==> src/rtl/fanio_pkg.sv <==
package fanio_pkg;
    localparam int unsigned DEF_STATIONS = 3;
    localparam int unsigned DEF_OPW      = 16;
    localparam int unsigned DEF_RESW     = 16;
    localparam int unsigned DEF_MASKW    = 2;

    // circular increment used by the round-robin pointer
    function automatic int unsigned wrap_inc(input int unsigned v, input int unsigned n);
        return (v + 1 >= n) ? 0 : v + 1;
    endfunction
endpackage

==> src/rtl/fanio_rr_pick.sv <==
module fanio_rr_pick #(
    parameter int unsigned N  = 3,
    localparam int unsigned PW = (N > 1) ? $clog2(N) : 1
) (
    input  logic [N-1:0]  elig_i,
    input  logic [PW-1:0] ptr_i,
    output logic [N-1:0]  grant_o,
    output logic [PW-1:0] win_o
);
    always_comb begin
        logic found;
        found   = 1'b0;
        grant_o = '0;
        win_o   = '0;
        for (int unsigned off = 0; off < N; off++) begin
            int unsigned idx;
            idx = (32'(ptr_i) + off) % N;
            if (!found && elig_i[idx]) begin
                found        = 1'b1;
                grant_o[idx] = 1'b1;
                win_o        = PW'(idx);
            end
        end
    end
endmodule

==> src/rtl/fanio_fanin.sv <==
module fanio_fanin #(
    parameter int unsigned N   = 3,
    parameter int unsigned OPW = 16,
    parameter int unsigned MW  = 2
) (
    input  logic [N-1:0]     grant_i,
    input  logic [N*OPW-1:0] data_i,
    input  logic [N*MW-1:0]  mask_i,
    output logic [OPW-1:0]   data_o,
    output logic [N*MW-1:0]  mask_o
);
    // each station keeps its own mask field; only the winner's is non-zero
    for (genvar k = 0; k < N; k++) begin : g_field
        assign mask_o[k*MW +: MW] = grant_i[k] ? mask_i[k*MW +: MW] : '0;
    end

    always_comb begin
        data_o = '0;
        for (int unsigned k = 0; k < N; k++) begin
            if (grant_i[k]) data_o = data_o | data_i[k*OPW +: OPW];
        end
    end
endmodule

==> src/rtl/fanio_fanout.sv <==
module fanio_fanout #(
    parameter int unsigned N    = 3,
    parameter int unsigned RESW = 16,
    parameter int unsigned MW   = 2
) (
    input  logic [N-1:0]      hit_i,
    input  logic [RESW-1:0]   ret_data_i,
    input  logic [N*MW-1:0]   ret_mask_i,
    input  logic [N*RESW-1:0] cur_data_i,
    input  logic [N*MW-1:0]   cur_mask_i,
    output logic [N*RESW-1:0] nxt_data_o,
    output logic [N*MW-1:0]   nxt_mask_o
);
    for (genvar k = 0; k < N; k++) begin : g_latch
        assign nxt_data_o[k*RESW +: RESW] = hit_i[k] ? ret_data_i : cur_data_i[k*RESW +: RESW];
        assign nxt_mask_o[k*MW +: MW]     = hit_i[k] ? ret_mask_i[k*MW +: MW] : cur_mask_i[k*MW +: MW];
    end
endmodule

==> src/rtl/fu_fanio_router.sv <==
module fu_fanio_router #(
    parameter int unsigned N_RS = fanio_pkg::DEF_STATIONS,
    parameter int unsigned OPW  = fanio_pkg::DEF_OPW,
    parameter int unsigned RESW = fanio_pkg::DEF_RESW,
    parameter int unsigned MW   = fanio_pkg::DEF_MASKW
) (
    input  logic                 clk,
    input  logic                 rst_n,
    input  logic [N_RS-1:0]      req_valid_i,
    input  logic [N_RS*OPW-1:0]  req_data_i,
    input  logic [N_RS*MW-1:0]   req_mask_i,
    output logic [N_RS-1:0]      req_grant_o,
    output logic [N_RS-1:0]      busy_o,
    input  logic [N_RS-1:0]      cancel_i,
    output logic                 pipe_valid_o,
    output logic [N_RS-1:0]      pipe_tag_o,
    output logic [OPW-1:0]       pipe_data_o,
    output logic [N_RS*MW-1:0]   pipe_mask_o,
    output logic [N_RS-1:0]      pipe_cancel_o,
    input  logic [N_RS-1:0]      ret_tag_i,
    input  logic [RESW-1:0]      ret_data_i,
    input  logic [N_RS*MW-1:0]   ret_mask_i,
    output logic [N_RS-1:0]      done_o,
    output logic [N_RS*RESW-1:0] res_data_o,
    output logic [N_RS*MW-1:0]   res_mask_o
);
    localparam int unsigned PW = (N_RS > 1) ? $clog2(N_RS) : 1;

    typedef struct packed {
        logic [N_RS-1:0]      busy;
        logic [PW-1:0]        rr;
        logic                 pvalid;
        logic [N_RS-1:0]      ptag;
        logic [OPW-1:0]       pdata;
        logic [N_RS*MW-1:0]   pmask;
        logic [N_RS-1:0]      done;
        logic [N_RS*RESW-1:0] rdata;
        logic [N_RS*MW-1:0]   rmask;
    } state_t;

    state_t st_q, st_d;

    logic [N_RS-1:0]      elig, grant, hit, kill;
    logic [PW-1:0]        win;
    logic [OPW-1:0]       sel_data;
    logic [N_RS*MW-1:0]   sel_mask;
    logic [N_RS*RESW-1:0] nxt_rdata;
    logic [N_RS*MW-1:0]   nxt_rmask;

    assign elig = req_valid_i & ~st_q.busy;
    assign kill = cancel_i & st_q.busy;
    assign hit  = ret_tag_i & st_q.busy & ~cancel_i;

    fanio_rr_pick #(.N(N_RS)) i_pick (
        .elig_i (elig),
        .ptr_i  (st_q.rr),
        .grant_o(grant),
        .win_o  (win)
    );

    fanio_fanin #(.N(N_RS), .OPW(OPW), .MW(MW)) i_fanin (
        .grant_i(grant),
        .data_i (req_data_i),
        .mask_i (req_mask_i),
        .data_o (sel_data),
        .mask_o (sel_mask)
    );

    fanio_fanout #(.N(N_RS), .RESW(RESW), .MW(MW)) i_fanout (
        .hit_i     (hit),
        .ret_data_i(ret_data_i),
        .ret_mask_i(ret_mask_i),
        .cur_data_i(st_q.rdata),
        .cur_mask_i(st_q.rmask),
        .nxt_data_o(nxt_rdata),
        .nxt_mask_o(nxt_rmask)
    );

    always_comb begin
        st_d        = st_q;
        st_d.busy   = (st_q.busy & ~hit & ~kill) | grant;
        st_d.pvalid = |grant;
        st_d.ptag   = grant;
        if (|grant) begin
            st_d.rr    = PW'(fanio_pkg::wrap_inc(32'(win), N_RS));
            st_d.pdata = sel_data;
            st_d.pmask = sel_mask;
        end
        st_d.done  = hit;
        st_d.rdata = nxt_rdata;
        st_d.rmask = nxt_rmask;
    end

    always_ff @(posedge clk) begin
        if (!rst_n) st_q <= '0;
        else        st_q <= st_d;
    end

    assign req_grant_o   = grant;
    assign busy_o        = st_q.busy;
    assign pipe_valid_o  = st_q.pvalid;
    assign pipe_tag_o    = st_q.ptag;
    assign pipe_data_o   = st_q.pdata;
    assign pipe_mask_o   = st_q.pmask;
    assign pipe_cancel_o = kill;
    assign done_o        = st_q.done;
    assign res_data_o    = st_q.rdata;
    assign res_mask_o    = st_q.rmask;
endmodule

==> config.mk <==
export PLATFORM = sky130hd
export DESIGN_NAME = fu_fanio_router
export DESIGN_NICKNAME = d
export VERILOG_FILES = /design/src/rtl/fanio_pkg.sv /design/src/rtl/fanio_rr_pick.sv /design/src/rtl/fanio_fanin.sv /design/src/rtl/fanio_fanout.sv /design/src/rtl/fu_fanio_router.sv
export SDC_FILE = /design/constraint.sdc
export NUM_CORES = 1
export LEC_CHECK = 0
export CAP_MARGIN = 20
export CORE_AREA = 5 5 118 132
export CTS_CLUSTER_SIZE = 40
export DETAILED_ROUTE_END_ITERATION = 10
export DIE_AREA = 0 0 123 137
export PLACE_DENSITY = 0.57
export SYNTH_ARGS = -nofsm -noshare
export SYNTH_HDL_FRONTEND = slang
export SYNTH_SLANG_ARGS = --single-unit
==> constraint.sdc <==
create_clock -name clk -period 4.6 [get_ports clk]
set_clock_uncertainty 0.15 [all_clocks]
set_input_delay 0.92 -clock clk [delete_from_list [all_inputs] [get_ports clk]]
set_output_delay 0.92 -clock clk [all_outputs]
set_load 0.01 [all_outputs]
==> out/qor.txt, run 1 <==
Synth Cell Area - 0.003855 mm^2
Commonest non-fill, non-tap cell in the layout - clkdlybuf4s50_1
Avg Inst Size Synth - 8.567 um^2
Net Sw Power - 1.240 mW
First-pass GRT wire length - 20.36 mm
Vias in the first global route - 3869
CP bufs+invs - 2
Finished Core Util - 43.30%
Max cap viols - 0
Wire length per cell - 16.09 um
Number of buffers created by CTS - 9
IO buf count - 178
Slowest cell on the critical path - clkdlybuf4s50_1
CP Cell Sequence - clkdlybuf4s50_1 > nor2b_1 > a21oi_1 > a32o_1 > a221o_1 > nand2b_1 > clkdlybuf4s50_1
Final HPWL DP - 9.573 mm
Slew Limit Fails - 0
Die Wd - 123 um
M1 GR Usage - 17.92%
WP data required - 3.53 ns
Via Count - 3769
Clk pin slew, worst setup/hold paths - 0.06 ns
Worst setup path category - in2out
Yosys reg bits - 88
Clock Path Buffers - 2
Grt total ovfl - 0
Largest net degree at the start of global routing - 71
Crit-path most repeated cell - clkdlybuf4s50_1
CTS root buf - clkbuf_16
Worst-skew pair later-pin latency - 0.33 ns
H-tree depth - 3
Status - completed
Tmin final - 4.372 ns
Most Crowded Layer GR - met2
Post-Syn Nets - 541
Multi-input logic area - 0.001882 mm^2
# IOs - 179
Storage cell area - 0.001762 mm^2
WP data arrival - 3.30 ns
Total Routing Usage GR - 15.50%
Cell family with most CP delay - buffers and inverters
Via density - 4.659
Synth warn - 0
Pwr dens - 552.8 mW/mm^2
Number of fill cells - 1413
Count of final setup violators - 0
Fin crit share - 95.03%
Core Rows - 46
DRC viols - 0
Initial Utilization - 27.34%
Clock share of power - 23.6%
Worst setup EP type - output pin
Critical-path maximum fanout - 8
Layout cells sized above 1 - 4.862%
Full die area - 0.01685 mm^2
Area Overhead vs Synth - 58.39%
Power Internal - 2.135 mW
Worst hold margin - 0.3108 ns
Initial antenna violation count - 0
Critical Path Source Type - input pin
Routed wire length - 13.02 mm
Non-Filler Instances - 809
Worst stage delay on the critical path - 0.52 ns
Place WS - 0.2399 ns
Diodes inserted - 0
Setup WS post-layout - 0.2284 ns
Most used DFF post-synth - dfxtp_1
M3 GR Usage - 5.374%
Sequential fraction of the synthesis area - 45.70%
Max VDD drop - 0.2461 mV
Post-CTS Hold Buffers - 0
Worst-Margin Slew - 0.9404 ns
Leak - 2.143 nW
Final nets - 703
TritonCTS clock tree - built
Ys async rst share - 0%
Worst min path class - reg2reg
Antenna viol nets, final - 0
GPL Wtd Cong - 0.8978
Initial DRC count - 226
CTS-repair resized insts - 0
Comb pwr share - 47.4%
Post-Syn Instances - 450
# Post-CTS Setup Buffers - 0
Most frequent cells in the layout - clkdlybuf4s50_1 (177), nand2_1 (113), dfxtp_1 (88), a21boi_0 (54), a21oi_1 (23)
Fin. Hold Viols - 0
Fmax - 0.2288 GHz
Reg power frac - 29.0%
Slew HR - 37.12%
Switching Share - 36.75%
Die height - 137 um
CORE AREA - 0.01410 mm^2
RSZ-0062 raised after global routing - no
Netlist cell types - 40
Met2 Use GR - 26.53%
DRT Pass-1 Iters - 4
Setup TNS - 0 ns
Post-synth EDFFs - 0
Clk sinks - 88
DP Cell Count - 791
power groups by stage:
stage / registers (mW) / clock network (mW) / logic [mW]
global placement: 0.989 / 0 / 1.57
finish: 0.979 / 0.797 / 1.60
detailed placement: 0.993 / 0 / 1.60
CTS: 0.981 / 0.820 / 1.60
global route: 0.996 / 0.846 / 1.76
floorplan: 1.04 / 0 / 0.970
layer usage:
metal	share of wire (%)	wire (um)	vias up
li1	-	-	1859
met1	42	5493	1727
met2	47	6134	163
met3	9.0	1167	20
met5	0	0	-
met4	1.7	223	0
cells by family (layout without fill, tap and decap cells):
family / Yosys count / after routing / synth area share (%)
compound gates: 132 / 132 / 23.53
buf+inv: 46 / 213 / 5.485
flops: 88 / 88 / 45.70
fa+ha+maj: 4 / 4 / 1.298
mux: 18 / 18 / 4.706
simple gates: 162 / 162 / 19.28
area by class of cell:
class | instances | share of cell area [%]
Inverter | 10 | 0.6148
Clock buffer | 9 | 3.689
Multi-Input combinational cell | 316 | 30.82
Clock inverter | 7 | 1.680
Tap cell | 192 | 3.934
Timing Repair Buffer | 187 | 30.41
Sequential cell | 88 | 28.85
flip-flops by register name, indices dropped and copies added, names as in the netlist:
register / count
res_mask_o: 6
st_q: 2
done_o: 3
pipe_data_o: 16
res_data_o: 48
pipe_mask_o: 6
pipe_tag_o: 3
busy_o: 3
pipe_valid_o: 1
synth_stat cells (3+ instances only):
cell,number,area share [%]
and2_1,14,2.3
nand2b_1,3,0.49
nor2_1,5,0.49
and3b_1,4,0.91
mux2i_1,17,4.4
nor2b_1,6,0.97
clkbuf_1,25,2.4
nand3b_1,3,0.58
nand2_1,113,11
a21boi_0,54,11
o21a_1,3,0.58
buf_6,3,0.88
ha_1,4,1.3
inv_1,10,0.97
o21ai_0,20,2.6
buf_2,4,0.52
dfxtp_1,88,46
nor3b_1,4,0.78
buf_4,3,0.58
a22oi_1,16,3.1
a21oi_1,23,3.0
nor3_1,4,0.52
a2bb2oi_1,3,0.68
tightest hold or removal path: stages (launching register included):
cell and delay, ns:
dfxtp_1 0.31, nand2_1 0.04, a21boi_0 0.06
final timing paths:
path                  start             end  slack, ns  cells after the start
min          res_data_o[47]  res_data_o[47]       0.31                      2
min reg2reg  res_data_o[47]  res_data_o[47]       0.31                      2
max          req_valid_i[2]  req_grant_o[0]       0.23                      7
max reg2reg        st_q[83]  pipe_data_o[0]       1.20                     11
through the flow:
stage          instance area, um^2  power, mW
2_1_floorplan                 3855      2.009
3_3_place_gp                  5751      2.562
3_5_place_dp                  5751      2.591
4_1_cts                       6078      3.405
5_1_grt                       6106      3.605
6_report                      6106      3.375
(Power assumes the default switching activity.)
==> inputs of run 2 (changes only) <==
- ABC_AREA: default -> 1
- CORE_AREA: 5 5 118 132 -> 5 5 118 131
- DIE_AREA: 0 0 123 137 -> 0 0 123 136
==> run 2 against run 1 <==
Against the previous run:
- synthesized area decreased by 1.1%
- final area is 0.37% lower
- via count rose by 9.5%
- worst hold slack better by 0.017 ns
- maximum frequency increased by 8.9%
- count of clock-buffer cells in the layout is 1 higher
- largest power group unchanged
==> out/qor.txt, run 2 <==
Status - completed (unchanged)
Area Overhead vs Synth - 59.57% (was 58.39%)
Vias in the first global route - 4215 (was 3869)
Final instance area - 0.006083 mm^2 (was 0.006106 mm^2)
Antenna viol nets, final - 0 (unchanged)
Synth Cell Area - 0.003812 mm^2 (was 0.003855 mm^2)
Worst-skew pair later-pin latency - 0.34 ns (was 0.33 ns)
GPL Wtd Cong - 0.8739 (was 0.8978)
# Post-CTS Setup Buffers - 0 (unchanged)
Clock Path Buffers - 2 (unchanged)
Final HPWL DP - 9.795 mm (was 9.573 mm)
WP data arrival - 2.94 ns (was 3.30 ns)
Diodes inserted - 0 (unchanged)
Initial Utilization - 27.04% (was 27.34%)
Avg Inst Size Synth - 6.882 um^2 (was 8.567 um^2)
Die Wd - 123 um (unchanged)
Max cap viols - 0 (unchanged)
Initial DRC count - 166 (was 226)
Largest net degree at the start of global routing - 47 (was 71)
Number of fill cells - 1421 (was 1413)
# IOs - 179 (unchanged)
Post-synth EDFFs - 0 (unchanged)
Multi-input logic area - 0.001744 mm^2 (was 0.001882 mm^2)
R2r endpoint - st_q[83] (was pipe_data_o[0])
Most used DFF post-synth - dfxtp_1 (unchanged)
Worst-Margin Slew - 0.8116 ns (was 0.9404 ns)
Slew Limit Fails - 0 (unchanged)
Leak - 2.648 nW (was 2.143 nW)
Routed wire length - 13.51 mm (was 13.02 mm)
Synth top cells by count - nor2_1 (152), nand2_1 (106), dfxtp_1 (88) (was nand2_1 (113), dfxtp_1 (88), a21boi_0 (54))
Ys async rst share - 0% (unchanged)
Path depth of the worst reg2reg path - 16 (was 11)
Via density - 4.496 (was 4.659)
Share of the synthesized area in the top cell type - 46.21% (was 45.70%)
IO buf count - 178 (unchanged)
Core Rows - 46 (unchanged)
Grt total ovfl - 0 (unchanged)
Cell family with most CP delay - buffers and inverters (unchanged)
First-pass GRT wire length - 21.29 mm (was 20.36 mm)
Count of final setup violators - 0 (unchanged)
Crit-path most repeated cell - nand2_1 (was clkdlybuf4s50_1)
Critical-path maximum fanout - 19 (was 8)
Max VDD drop - 0.2676 mV (was 0.2461 mV)
Hold Path Stages - 2 (unchanged)
Synth warn - 0 (unchanged)
CTS-repair resized insts - 0 (unchanged)
Largest register FFs - 48 (unchanged)
CTS root buf - clkbuf_16 (unchanged)
Post-Syn Nets - 645 (was 541)
Sequential fraction of the synthesis area - 46.21% (was 45.70%)
Cell taking the most area after synthesis - dfxtp_1 (unchanged)
Fmax - 0.2491 GHz (was 0.2288 GHz)
DRT Pass-1 Iters - 4 (unchanged)
Clk pin slew, worst setup/hold paths - 0.07 ns (was 0.06 ns)
Commonest non-fill, non-tap cell in the layout - clkdlybuf4s50_1 (unchanged)
Die height - 136 um (was 137 um)
WP data required - 3.53 ns (about the same)
Setup TNS - 0 ns (unchanged)
Slew HR - 45.89% (was 37.12%)
Total Routing Usage GR - 16.12% (was 15.50%)
Slowest cell on the critical path - clkdlybuf4s50_1 (unchanged)
Clk sinks - 88 (unchanged)
Initial antenna violation count - 0 (unchanged)
Hold path start - pipe_mask_o[0] (was res_data_o[47])
H-tree depth - 3 (unchanged)
Post-CTS Hold Buffers - 0 (unchanged)
Number of buffers created by CTS - 9 (unchanged)
Full die area - 0.01673 mm^2 (was 0.01685 mm^2)
DRC viols - 0 (unchanged)
Storage cell area - 0.001762 mm^2 (unchanged)
Worst stage delay on the critical path - 0.59 ns (was 0.52 ns)
Yosys reg bits - 88 (unchanged)
Via Count - 4127 (was 3769)
Critical Path Source Type - input pin (unchanged)
Reg2reg start - st_q[83] (unchanged)
Fin crit share - 87.26% (was 95.03%)
Fin. Hold Viols - 0 (unchanged)
R2r setup slk - 1.60 ns (was 1.20 ns)
Worst setup EP type - output pin (unchanged)
Worst setup path category - in2out (unchanged)
Min-Delay Endpoint - pipe_mask_o[0] (was res_data_o[47])
Netlist cell types - 24 (was 40)
Top post-synthesis cells by area - dfxtp_1 (46%), nor2_1 (15%), nand2_1 (10%) (was dfxtp_1 (46%), nand2_1 (11%), a21boi_0 (11%))
Post-Syn Instances - 554 (was 450)
CORE AREA - 0.01410 mm^2 (unchanged)
Most common cell in the synthesized netlist - nor2_1 (was nand2_1)
RSZ-0062 raised after global routing - no (unchanged)
Worst min path class - reg2reg (unchanged)
Tmin final - 4.014 ns (was 4.372 ns)
DP Area - 0.005744 mm^2 (was 0.005751 mm^2)
Layout cells sized above 1 - 5.234% (was 4.862%)
Most frequent cells in the layout - clkdlybuf4s50_1 (177), nor2_1 (152), nand2_1 (106), dfxtp_1 (88), o21ai_0 (61) (was clkdlybuf4s50_1 (177), nand2_1 (113), dfxtp_1 (88), a21boi_0 (54), a21oi_1 (23))
Pwr dens - 645.3 mW/mm^2 (was 552.8 mW/mm^2)
Final nets - 812 (was 703)
TritonCTS clock tree - built (unchanged)
Wire length per cell - 14.72 um (was 16.09 um)
CP Cell Sequence - clkdlybuf4s50_1 > nand2_1 > nand2_1 > nand2_1 > nor2_4 > nand3_1 > nand2_1 > inv_2 > nand2_4 > clkdlybuf4s50_1 (was clkdlybuf4s50_1 > nor2b_1 > a21oi_1 > a32o_1 > a221o_1 > nand2b_1 > clkdlybuf4s50_1)
CP bufs+invs - 3 (was 2)
-- run 2: cell families (layout without fill, tap and decap cells) --
logic type / Yosys count / in the layout / synth area share (%)
AND/OR/NAND/NOR: 324 / 324 / 35.35
flip-flops: 88 / 88 / 46.21
buffers and inverters: 74 / 246 / 8.434
AO/OA/AOI/OAI: 64 / 64 / 8.697
adder cells (fa/ha/maj): 4 / 4 / 1.313
-- run 2: final cells by class --
| class | instances | share of cell area, % |
|---|---|---|
| flip-flops and latches | 88 | 28.96 |
| multi-input cells | 392 | 28.67 |
| clock inverters | 6 | 1.645 |
| repair buffers | 185 | 30.07 |
| clock buffers | 10 | 3.928 |
| well taps | 192 | 3.949 |
| inverters | 45 | 2.777 |
-- run 2: per-layer routing --
| layer | share of wire [%] | GRT usage, % |
|---|---|---|
| met1 | 41 | 17.92 |
| met2 | 48 | 27.29 |
| met3 | 10 | 6.575 |
| met4 | 1.9 | 6.462 |
| met5 | 0 | 0 |
-- run 2: how the worst max path moves through the flow --
| stage | from | to | cells past startpoint |
|---|---|---|---|
| after floorplan | req_valid_i[2] | req_grant_o[2] | 12 |
| after global placement | req_valid_i[1] | req_grant_o[0] | 10 |
| after detailed placement | req_valid_i[1] | req_grant_o[0] | 10 |
| after CTS | req_valid_i[1] | req_grant_o[0] | 10 |
| after global routing | req_valid_i[1] | req_grant_o[0] | 10 |
| final | req_valid_i[1] | req_grant_o[0] | 10 |
-- run 2: power breakdown --
| group | switching, mW | internal, mW |
|---|---|---|
| clock | 0.323 | 0.500 |
| combinational | 1.26 | 0.833 |
| sequential | 0.0795 | 0.931 |
| total | 1.66 | 2.26 |
-- run 2: tightest hold or removal path, delay by kind of cell (launching register included) --
kind / cells / cell delay (ns)
simple gates: 1 / 0.05
compound gates: 1 / 0.07
flops: 1 / 0.31
-- run 2: metrics by stage --
stage | cells | power [mW] | utilization [%] | hold slack, ns | setup slack, ns
after floorplan | 554 | 2.424 | - | 0.3429 | 1.554
after global placement | 902 | 3.097 | 40.74 | 0.3112 | 0.7108
after detailed placement | 902 | 3.145 | 40.74 | 0.3226 | 0.6082
after CTS | 918 | 3.998 | 43.14 | 0.3340 | 0.6039
after global routing | 918 | 4.274 | 43.14 | 0.3518 | 0.5085
final | 918 | 3.926 | 43.14 | 0.3276 | 0.5858
==> inputs of run 3 (changes only) <==
- CORE_AREA: 5 5 118 131 -> 5 5 172 91
- DIE_AREA: 0 0 123 136 -> 0 0 177 96
- PLACE_DENSITY: 0.57 -> 0.58
==> run 3 against run 2 <==
Against the previous run:
- maximum frequency rose by 6.2%
- combinational power is 2% higher
- clock power is 8.6% lower
- routed wire length increased by 7.0%
==> out/qor.txt, run 3 (synthesized netlist as in run 2, its figures left out) <==
Full die area - 0.01699 mm^2 (was 0.01673 mm^2)
Die Wd - 177 um (was 123 um)
Number of buffers created by CTS - 9 (unchanged)
Setup WS post-layout - 0.8189 ns (was 0.5858 ns)
Vias in the first global route - 4106 (was 4215)
DRT Pass-1 Iters - 6 (was 4)
Largest register FFs - 48 (unchanged)
Worst-Margin Slew - 0.6776 ns (was 0.8116 ns)
Die height - 96 um (was 136 um)
Status - completed (unchanged)
Max VDD drop - 0.2602 mV (was 0.2676 mV)
Max Used Layer - met4 (unchanged)
GPL Wtd Cong - 0.8607 (was 0.8739)
Count of final setup violators - 0 (unchanged)
Fin crit share - 82.20% (was 87.26%)
Final nets - 814 (was 812)
M1 wire length - 7.314 mm (was 5.487 mm)
RSZ-0062 raised after global routing - no (unchanged)
Commonest non-fill, non-tap cell in the layout - clkdlybuf4s50_1 (unchanged)
Switching Share - 44.60% (was 42.31%)
Antenna viol nets, final - 0 (unchanged)
Worst hold margin - 0.3318 ns (was 0.3276 ns)
Post-CTS Hold Buffers - 0 (unchanged)
DRC viols - 0 (unchanged)
CTS root buf - clkbuf_16 (unchanged)
Design Power - 3.911 mW (was 3.926 mW)
Initial Utilization - 27.15% (was 27.04%)
Fmax - 0.2645 GHz (was 0.2491 GHz)
Routed wire length - 14.46 mm (was 13.51 mm)
Multi-input logic area - 0.001747 mm^2 (was 0.001744 mm^2)
Final instance area - 0.006071 mm^2 (was 0.006083 mm^2)
# IOs - 179 (unchanged)
Setup TNS - 0 ns (unchanged)
Final HPWL DP - 10.91 mm (was 9.795 mm)
Critical-path maximum fanout - 5 (was 19)
Reg power frac - 26.0% (was 25.7%)
Pwr dens - 644.3 mW/mm^2 (was 645.3 mW/mm^2)
Clk pin slew, worst setup/hold paths - 0.07 ns (about the same)
Wire length per cell - 15.61 um (was 14.72 um)
Initial DRC count - 200 (was 166)
Net Sw Power - 1.745 mW (was 1.661 mW)
Clk sinks - 88 (unchanged)
Tmin final - 3.781 ns (was 4.014 ns)
CTS-repair resized insts - 0 (unchanged)
Number of fill cells - 1442 (was 1421)
Most frequent cells in the layout - clkdlybuf4s50_1 (177), nor2_1 (151), nand2_1 (106), dfxtp_1 (88), o21ai_0 (61) (was clkdlybuf4s50_1 (177), nor2_1 (152), nand2_1 (106), dfxtp_1 (88), o21ai_0 (61))
Met3 wire length - 1.362 mm (was 1.348 mm)
Worst setup EP type - output pin (unchanged)
Layout cells sized above 1 - 5.632% (was 5.234%)
TritonCTS clock tree - built (unchanged)
Clock share of power - 19.3% (was 21.0%)
# Post-CTS Setup Buffers - 0 (unchanged)
Power Internal - 2.167 mW (was 2.265 mW)
Area Overhead vs Synth - 59.24% (was 59.57%)
Grt total ovfl - 0 (unchanged)
Comb pwr share - 54.7% (was 53.3%)
IO buf count - 178 (unchanged)
WP data required - 3.53 ns (about the same)
Worst setup path category - in2out (unchanged)
Clock Path Buffers - 2 (unchanged)
Slew HR - 54.55% (was 45.89%)
Storage cell area - 0.001762 mm^2 (unchanged)
Via Count - 4126 (was 4127)
Via density - 4.456 (was 4.496)
First-pass GRT wire length - 22.54 mm (was 21.29 mm)
Core Rows - 31 (was 46)
Initial antenna violation count - 0 (unchanged)
Largest net degree at the start of global routing - 44 (was 47)
Slew Limit Fails - 0 (unchanged)
WL met2 - 5.733 mm (was 6.420 mm)
Worst-skew pair later-pin latency - 0.34 ns (about the same)
Worst min path class - reg2reg (unchanged)
Fin. Hold Viols - 0 (unchanged)
DP Area - 0.005769 mm^2 (was 0.005744 mm^2)
Total Routing Usage GR - 16.92% (was 16.12%)
Leak - 2.641 nW (was 2.648 nW)
Max cap viols - 0 (unchanged)
H-tree depth - 3 (unchanged)
WP data arrival - 2.71 ns (was 2.94 ns)
Diodes inserted - 0 (unchanged)
Place WS - 0.8328 ns (was 0.6082 ns)
CORE AREA - 0.01404 mm^2 (was 0.01410 mm^2)
Critical Path Source Type - input pin (unchanged)
[run 3: cell types whose count changed in the layout (fill, tap and decap cells not counted), sizes merged]
cell / change
clkbuf: -1
inv: +4
clkinv: -1
bufinv: -2
buf: +2
[run 3: worst paths after layout]
path,start,endpoint,slack [ns],cells after the start
hold / removal,pipe_mask_o[4],pipe_mask_o[4],0.33,2
setup / recovery,req_valid_i[1],req_grant_o[1],0.82,10
hold reg to reg,pipe_mask_o[4],pipe_mask_o[4],0.33,2
setup reg to reg,st_q[83],st_q[83],1.62,14
[run 3: power groups by stage]
stage,Combinational [mW],Sequential (mW),Clock (mW)
final,2.14,1.02,0.753
after global routing,2.40,1.04,0.806
after CTS,2.16,1.02,0.781
after detailed placement,2.14,1.03,0
after global placement,2.11,1.03,0
after floorplan,1.33,1.09,0
[run 3: cell type report]
type	count	area share, %
clock buffer	9	3.710
clock inverter	7	1.257
inverter	45	2.782
multi-input combinational	392	28.77
sequential	88	29.02
tap	198	4.081
timing repair buffer	187	30.38
[run 3: critical path, stage by stage]
cell             delay (ns)
clkdlybuf4s50_1        0.50
nand2_1                0.09
nand2_1                0.09
nand2_1                0.09
nor2_4                 0.16
nand2_1                0.11
nand2_1                0.08
nand2_1                0.06
nand2_2                0.06
clkdlybuf4s50_1        0.54
[run 3: through the flow]
step | instances | util [%]
3_3_place_gp | 910 | 41.09
3_5_place_dp | 910 | 41.09
6_report | 926 | 43.24
5_1_grt | 926 | 43.24
4_1_cts | 926 | 43.24
2_1_floorplan | 554 | -
[run 3: layer usage]
| layer | vias up | GRT usage [%] |
|---|---|---|
| met5 | - | 0 |
| met4 | 0 | 2.188 |
| met3 | 4 | 6.868 |
| met2 | 159 | 24.36 |
| met1 | 1889 | 24.25 |
| li1 | 2074 | - |
